**config.mk**
```make
export PLATFORM = sky130hd
export DESIGN_NAME = ldw_dec
export DESIGN_NICKNAME = d
export VERILOG_FILES = /design/src/rtl/ldw_pkg.sv /design/src/rtl/ldw_narrow_dec.sv /design/src/rtl/ldw_wide_class.sv /design/src/rtl/ldw_wide_dec.sv /design/src/rtl/ldw_dec.sv
export SDC_FILE = /design/constraint.sdc
export NUM_CORES = 1
export LEC_CHECK = 0
export BUFFER_PORTS_ARGS = -buffer_cell sky130_fd_sc_hd__buf_2
export CAP_MARGIN = 20
export CORE_ASPECT_RATIO = 0.6
export CORE_UTILIZATION = 40
export DETAILED_ROUTE_END_ITERATION = 6
export GPL_TIMING_DRIVEN = 0
export PLACE_DENSITY = 0.92
export SYNTH_ARGS = -nofsm -noshare
export SYNTH_HDL_FRONTEND = slang
export SYNTH_SLANG_ARGS = --single-unit
export TNS_END_PERCENT = 30
```
**constraint.sdc**
```tcl
create_clock -name vclk -period 1.6
set_input_delay 0.08 -clock vclk [all_inputs]
set_output_delay 0.08 -clock vclk [all_outputs]
set_load 0.1 [all_outputs]
```
**src/rtl/ldw_pkg.sv**
```systemverilog
// Shared widths, form tags, status codes and the decoded-field record
// for the word-load decoder. Assumes 16 architectural registers.
package ldw_pkg;
    parameter int INSN_W = 32;
    parameter int HALF_W = 16;
    parameter int REG_W  = 4;
    parameter int IMM_W  = 32;
    parameter int SH_W   = 2;

    localparam logic [REG_W-1:0] REG_SP = REG_W'(13);
    localparam logic [REG_W-1:0] REG_PC = REG_W'(15);

    typedef enum logic [3:0] {
        FORM_NONE  = 4'd0,
        FORM_IMM5  = 4'd1,
        FORM_SP8   = 4'd2,
        FORM_LIT8  = 4'd3,
        FORM_REG16 = 4'd4,
        FORM_IMM12 = 4'd5,
        FORM_IMM8  = 4'd6,
        FORM_LIT12 = 4'd7,
        FORM_REG32 = 4'd8
    } form_e;

    typedef enum logic [1:0] {
        ST_VALID  = 2'd0,
        ST_OTHER  = 2'd1,
        ST_UNDEF  = 2'd2,
        ST_UNPRED = 2'd3
    } status_e;

    typedef struct packed {
        form_e             form;
        status_e           status;
        logic [REG_W-1:0]  rn;
        logic [REG_W-1:0]  rt;
        logic [REG_W-1:0]  rm;
        logic [IMM_W-1:0]  imm;
        logic [SH_W-1:0]   shamt;
        logic              index;
        logic              add;
        logic              wback;
    } dec_t;
endpackage

```
**src/rtl/ldw_narrow_dec.sv**
```systemverilog
// Decodes the four 16-bit word-load forms from a halfword.
// Assumes the caller already knows the word is a 16-bit encoding.
// All 16-bit forms are valid; unmatched halfwords give an all-zero record.
module ldw_narrow_dec
    import ldw_pkg::*;
(
    input  logic [HALF_W-1:0] hw_i,
    output dec_t              dec_o
);
    localparam int LO_REG_W = 3;

    // Match one of the four prefixes and extract its fields.
    always_comb begin
        dec_o = '0;
        if (hw_i[15:11] == 5'b01101) begin
            dec_o.form  = FORM_IMM5;
            dec_o.rt    = REG_W'(hw_i[2:0]);
            dec_o.rn    = REG_W'(hw_i[5:3]);
            dec_o.imm   = IMM_W'({hw_i[10:6], 2'b00});
            dec_o.index = 1'b1;
            dec_o.add   = 1'b1;
        end else if (hw_i[15:11] == 5'b10011) begin
            dec_o.form  = FORM_SP8;
            dec_o.rn    = REG_SP;
            dec_o.rt    = REG_W'(hw_i[10:8]);
            dec_o.imm   = IMM_W'({hw_i[7:0], 2'b00});
            dec_o.index = 1'b1;
            dec_o.add   = 1'b1;
        end else if (hw_i[15:11] == 5'b01001) begin
            dec_o.form  = FORM_LIT8;
            dec_o.rn    = REG_PC;
            dec_o.rt    = REG_W'(hw_i[10:8]);
            dec_o.imm   = IMM_W'({hw_i[7:0], 2'b00});
            dec_o.index = 1'b1;
            dec_o.add   = 1'b1;
        end else if (hw_i[15:9] == 7'b0101100) begin
            dec_o.form  = FORM_REG16;
            dec_o.rm    = REG_W'(hw_i[6 +: LO_REG_W]);
            dec_o.rn    = REG_W'(hw_i[3 +: LO_REG_W]);
            dec_o.rt    = REG_W'(hw_i[0 +: LO_REG_W]);
            dec_o.index = 1'b1;
            dec_o.add   = 1'b1;
        end
    end
endmodule

```
**src/rtl/ldw_wide_class.sv**
```systemverilog
// Classifies a matched 32-bit word-load form as valid, other-instruction,
// undefined or unpredictable. Precedence: other, undefined, unpredictable.
// Assumes form_i is one of the 32-bit forms or FORM_NONE.
module ldw_wide_class
    import ldw_pkg::*;
(
    input  form_e            form_i,
    input  logic [2:0]       ctl_i,
    input  logic [REG_W-1:0] rn_i,
    input  logic [REG_W-1:0] rt_i,
    input  logic [REG_W-1:0] rm_i,
    input  logic [7:0]       off8_i,
    input  logic             it_mid_i,
    output status_e          status_o
);
    logic pc_dest_hazard;
    logic is_other;
    logic is_undef;
    logic is_unpred;

    // Evaluate each class condition separately for the selected form.
    always_comb begin
        pc_dest_hazard = (rt_i == REG_PC) && it_mid_i;
        is_other  = 1'b0;
        is_undef  = 1'b0;
        is_unpred = 1'b0;
        unique case (form_i)
            FORM_IMM8: begin
                is_other  = (ctl_i == 3'b110) ||
                            ((rn_i == REG_SP) && (ctl_i == 3'b011) && (off8_i == 8'd4));
                is_undef  = !ctl_i[2] && !ctl_i[0];
                is_unpred = (ctl_i[0] && (rn_i == rt_i)) || pc_dest_hazard;
            end
            FORM_IMM12, FORM_LIT12: is_unpred = pc_dest_hazard;
            FORM_REG32: is_unpred = (rm_i == REG_SP) || (rm_i == REG_PC) || pc_dest_hazard;
            default: ;
        endcase
    end

    // Resolve the classes in priority order.
    always_comb begin
        if (is_other)       status_o = ST_OTHER;
        else if (is_undef)  status_o = ST_UNDEF;
        else if (is_unpred) status_o = ST_UNPRED;
        else                status_o = ST_VALID;
    end
endmodule

```
**src/rtl/ldw_wide_dec.sv**
```systemverilog
// Decodes the four 32-bit word-load forms. The literal pattern is tested
// first, so a base field of 15 in the other forms always decodes as literal.
// Unmatched words give an all-zero record.
module ldw_wide_dec
    import ldw_pkg::*;
(
    input  logic [INSN_W-1:0] w_i,
    input  logic              it_mid_i,
    output dec_t              dec_o
);
    dec_t    fields;
    status_e cls;

    // Pattern match and field extraction.
    always_comb begin
        fields = '0;
        if (w_i[31:24] == 8'hF8 && w_i[22:16] == 7'h5F) begin
            fields.form  = FORM_LIT12;
            fields.rn    = REG_PC;
            fields.rt    = w_i[15:12];
            fields.imm   = IMM_W'(w_i[11:0]);
            fields.index = 1'b1;
            fields.add   = w_i[23];
        end else if (w_i[31:20] == 12'hF8D) begin
            fields.form  = FORM_IMM12;
            fields.rn    = w_i[19:16];
            fields.rt    = w_i[15:12];
            fields.imm   = IMM_W'(w_i[11:0]);
            fields.index = 1'b1;
            fields.add   = 1'b1;
        end else if (w_i[31:20] == 12'hF85 && w_i[11]) begin
            fields.form  = FORM_IMM8;
            fields.rn    = w_i[19:16];
            fields.rt    = w_i[15:12];
            fields.imm   = IMM_W'(w_i[7:0]);
            fields.index = w_i[10];
            fields.add   = w_i[9];
            fields.wback = w_i[8];
        end else if (w_i[31:20] == 12'hF85 && w_i[11:6] == 6'd0) begin
            fields.form  = FORM_REG32;
            fields.rn    = w_i[19:16];
            fields.rt    = w_i[15:12];
            fields.rm    = w_i[3:0];
            fields.shamt = w_i[5:4];
            fields.index = 1'b1;
            fields.add   = 1'b1;
        end
    end

    ldw_wide_class u_class (
        .form_i   (fields.form),
        .ctl_i    (w_i[10:8]),
        .rn_i     (fields.rn),
        .rt_i     (fields.rt),
        .rm_i     (fields.rm),
        .off8_i   (w_i[7:0]),
        .it_mid_i (it_mid_i),
        .status_o (cls)
    );

    // Attach the status to the field record.
    always_comb begin
        dec_o        = fields;
        dec_o.status = cls;
    end
endmodule

```
**src/rtl/ldw_dec.sv**
```systemverilog
// Top of the word-load decoder: selects the 16-bit or 32-bit sub-decoder,
// flags no-match and the wide qualifier. Purely combinational, so it has
// no clock or reset; callers register the outputs in their own stage.
module ldw_dec
    import ldw_pkg::*;
(
    input  logic [31:0] insn_i,
    input  logic        wide_i,
    input  logic        it_mid_i,
    output logic        no_match_o,
    output logic [3:0]  form_o,
    output logic [1:0]  status_o,
    output logic        wide_qual_o,
    output logic [3:0]  rn_o,
    output logic [3:0]  rt_o,
    output logic [3:0]  rm_o,
    output logic [31:0] imm_o,
    output logic [1:0]  shamt_o,
    output logic        index_o,
    output logic        add_o,
    output logic        wback_o
);
    dec_t nd;
    dec_t wd;
    dec_t sel;

    ldw_narrow_dec u_narrow (.hw_i(insn_i[HALF_W-1:0]), .dec_o(nd));
    ldw_wide_dec   u_wide   (.w_i(insn_i), .it_mid_i(it_mid_i), .dec_o(wd));

    // Choose the sub-decoder for the encoding length and drive the ports.
    always_comb begin
        sel         = wide_i ? wd : nd;
        no_match_o  = (sel.form == FORM_NONE);
        form_o      = sel.form;
        status_o    = sel.status;
        wide_qual_o = wide_i && (sel.form == FORM_IMM12 || sel.form == FORM_LIT12 ||
                                 sel.form == FORM_REG32);
        rn_o        = sel.rn;
        rt_o        = sel.rt;
        rm_o        = sel.rm;
        imm_o       = sel.imm;
        shamt_o     = sel.shamt;
        index_o     = sel.index;
        add_o       = sel.add;
        wback_o     = sel.wback;
    end

    // Cross-checks between the sub-decoders and the ports.
    always_comb begin
        assert_narrow_valid_R8: assert (wide_i || status_o == 2'd0)
            else $error("16-bit form reported non-valid status");
        assert_nomatch_zero_R9: assert (!no_match_o ||
                (imm_o == '0 && rn_o == '0 && rt_o == '0 && rm_o == '0 &&
                 status_o == '0 && !index_o && !add_o && !wback_o && !wide_qual_o))
            else $error("no-match with non-zero fields");
        assert_undef_ctl_R5: assert (status_o != 2'd2 ||
                (wide_i && !insn_i[10] && !insn_i[8] && form_o == 4'd6))
            else $error("undefined status outside 8-bit-immediate P=W=0");
        assert_wback_form_R5: assert (!wback_o || (wide_i && form_o == 4'd6))
            else $error("writeback from a form without it");
        assert_qual_wide_R10: assert (!wide_qual_o || wide_i)
            else $error("wide qualifier on a 16-bit word");
        assert_narrow_lowregs_R1: assert (wide_i ||
                !(form_o == 4'd1 || form_o == 4'd4) || (rn_o < 4'd8 && rt_o < 4'd8))
            else $error("16-bit register field out of range");
    end
endmodule

```
==> impl_results.md <==
* Status: finished with violations
* Failing checks: DRC, setup timing
* Count leader, synth: buf_4
* Starting Density at 44.29%
* Final Cycle Share at 127.9%
* Critical path peak fanout at 9
* Synth unique cells at 45
* WL final at 6467 um
* Top cell type's share of synthesized area at 15.63%
* Nets at 285
* DRC marker count from the first detailed-route iteration at 274
* Antenna-violating nets left at 0
* TNS Setup at -12.49 ns
* Vias in the first global route at 1621
* GPL Wtd Cong at a little over 0.9
* Multi-input gate area at 1025 um2
* Chip width at roughly 67 um
* Syn. warnings at 0
* ANT cells at 0
* Maxcap violations at 0
* Post-Syn Area at about 1000 um2
* Setup violators final at 37
* Pleak at 1.033 nW
* DPL Wire Length at 2984 um
* Core footprint at 2277 um2
* Layout cells sized above 1 at between 50% and 60%
* FMAX at 0.4888 GHz
* Synth top area cells: buf_4 (16%), nand2_1 (6.0%), a22o_1 (5.2%)
* Worst slew pin tran at 0.9275 ns
* DRC viols at 17
* Critical path data arrival time at approximately 2 ns
* Synth area leader: buf_4
* Post-layout min period at ~2 ns
* Final Hold Vio Count at 0
* WP data required at about 1.5 ns
* Synth cell count leaders: buf_4 (21), nand2_1 (16), nor2_1 (11), o21ai_0 (10)
* Post-Syn Instances at between 150 and 200
* Vias at 1869
* RSZ-0062 raised after global routing: yes
* Boundary Pins at 91
* Clock buffers at 0
* Max-Slew Margin vs Limit at a little under two fifths
* Global-route wire length before repair at between 8000 and 9000 um
* Critical Path End Type: primary output
* # rows at 13
* Finished Core Util at 94.34%
* Final Max Tran Viols at 0
* Gr usage total at 42.88%
* Storage cell area at 0 um2
* DR pass1 iterations at 7
* Worst vdd ir at 0.0002094 V
* Die area at 2733 um2
* Initial antenna violation count at 0
* Post-Syn Area per Cell at approximately 6.5 um2
* PwrDens at 299.8 nW/um2
* Critical path launch point type: primary input
* Die Span Y at slightly above 40 um
* Seq cells at 0
* Vias/cell at 6.699
* WL/cell at 23.18 um
* Fillers at 63
* Hold Path Class: in2out
* Critical path class: in2out
* Largest net degree at the start of global routing at 11
* Setup ws final at -0.4459 ns
* Seq/Total Area, Yosys at 0%
* Port buffer count at 68
* Area Growth Syn to Fin at 113.0%
* GR Overflow Total at 0
path summary, 6_finish.rpt:
kind / to / slack (ns) / startpoint / cells past startpoint
max: imm_o[3] / -0.45 / insn_i[26] / 9
min: shamt_o[1] / 0.60 / insn_i[5] / 3
report_power, final:
part	total, W	internal (W)	switching [W]	leakage (nW)
Combinational	0.000644	0.000151	0.000493	1.03
Clock	0	0	0	0
Sequential	0	0	0	0
repair_timing:
action,CTS,global route
resized for setup,139,14
setup buffers,3,3
hold buffers,0,0
pin swaps,19,7
endpoints found under the setup margin,37,37
through the flow:
stage               instance area (um2)  cells  hold WS [ns]   power, W  setup slack [ns]
floorplan                          1170    175        0.4190  0.0004545            -2.664
global placement                   1548    273        0.6905  0.0005490           -0.7463
detailed placement                 1548    273        0.6960  0.0005527           -0.7847
CTS                                2076    276        0.5951  0.0005937           -0.4017
global route                       2148    279        0.6083  0.0006578           -0.5638
finish                             2148    279        0.6011  0.0006441           -0.4459
placed cells by master, fill, tap and decap left out, drive strengths merged, types with 5 or more instances in the layout:
master | synthesis | final
a222oi | 5 | 5
a22o | 6 | 6
a22oi | 5 | 5
and2 | 8 | 8
and3 | 5 | 5
buf | 22 | 98
clkbuf | 7 | 5
conb | 1 | 20
inv | 8 | 8
nand2 | 17 | 17
nand3 | 5 | 5
nor2 | 12 | 12
nor4 | 5 | 5
o21ai | 10 | 10
per-layer routing:
| layer | part of all wire (%) | vias to the layer above | track usage, % | routed length [um] |
|---|---|---|---|---|
| met5 | 0 | - | 0 | 0 |
| met4 | 10 | 0 | 30.32 | 669 |
| met3 | 14 | 84 | 9.167 | 924 |
| met2 | 43 | 236 | 73.74 | 2779 |
| met1 | 32 | 820 | 49.84 | 2093 |
| li1 | - | 729 | - | - |
cell type report:
type               count  share of cell area, %
multi-input cells    138                  47.70
repair buffers        74                  39.66
plain buffers         29                  9.493
well taps             30                  1.747
inverters              8                  1.398
worst max-delay path, cell delays in order:
cell      delay [ns]
buf_6           0.09
or4b_4          0.54
nor3_4          0.24
buf_4           0.17
and3b_2         0.19
buf_8           0.13
a222oi_1        0.13
inv_1           0.19
buf_12          0.19
logic make-up (layout without fill, tap and decap cells):
family	count (synthesis)	count (layout)	share of synthesized area, %
AND/OR/NAND/NOR	73	73	43.67
other	1	20	0.3719
XOR/XNOR	4	4	3.474
buffers and inverters	37	111	21.84
AO/OA/AOI/OAI	41	41	30.65
Power figures use the tool's default switching activity.
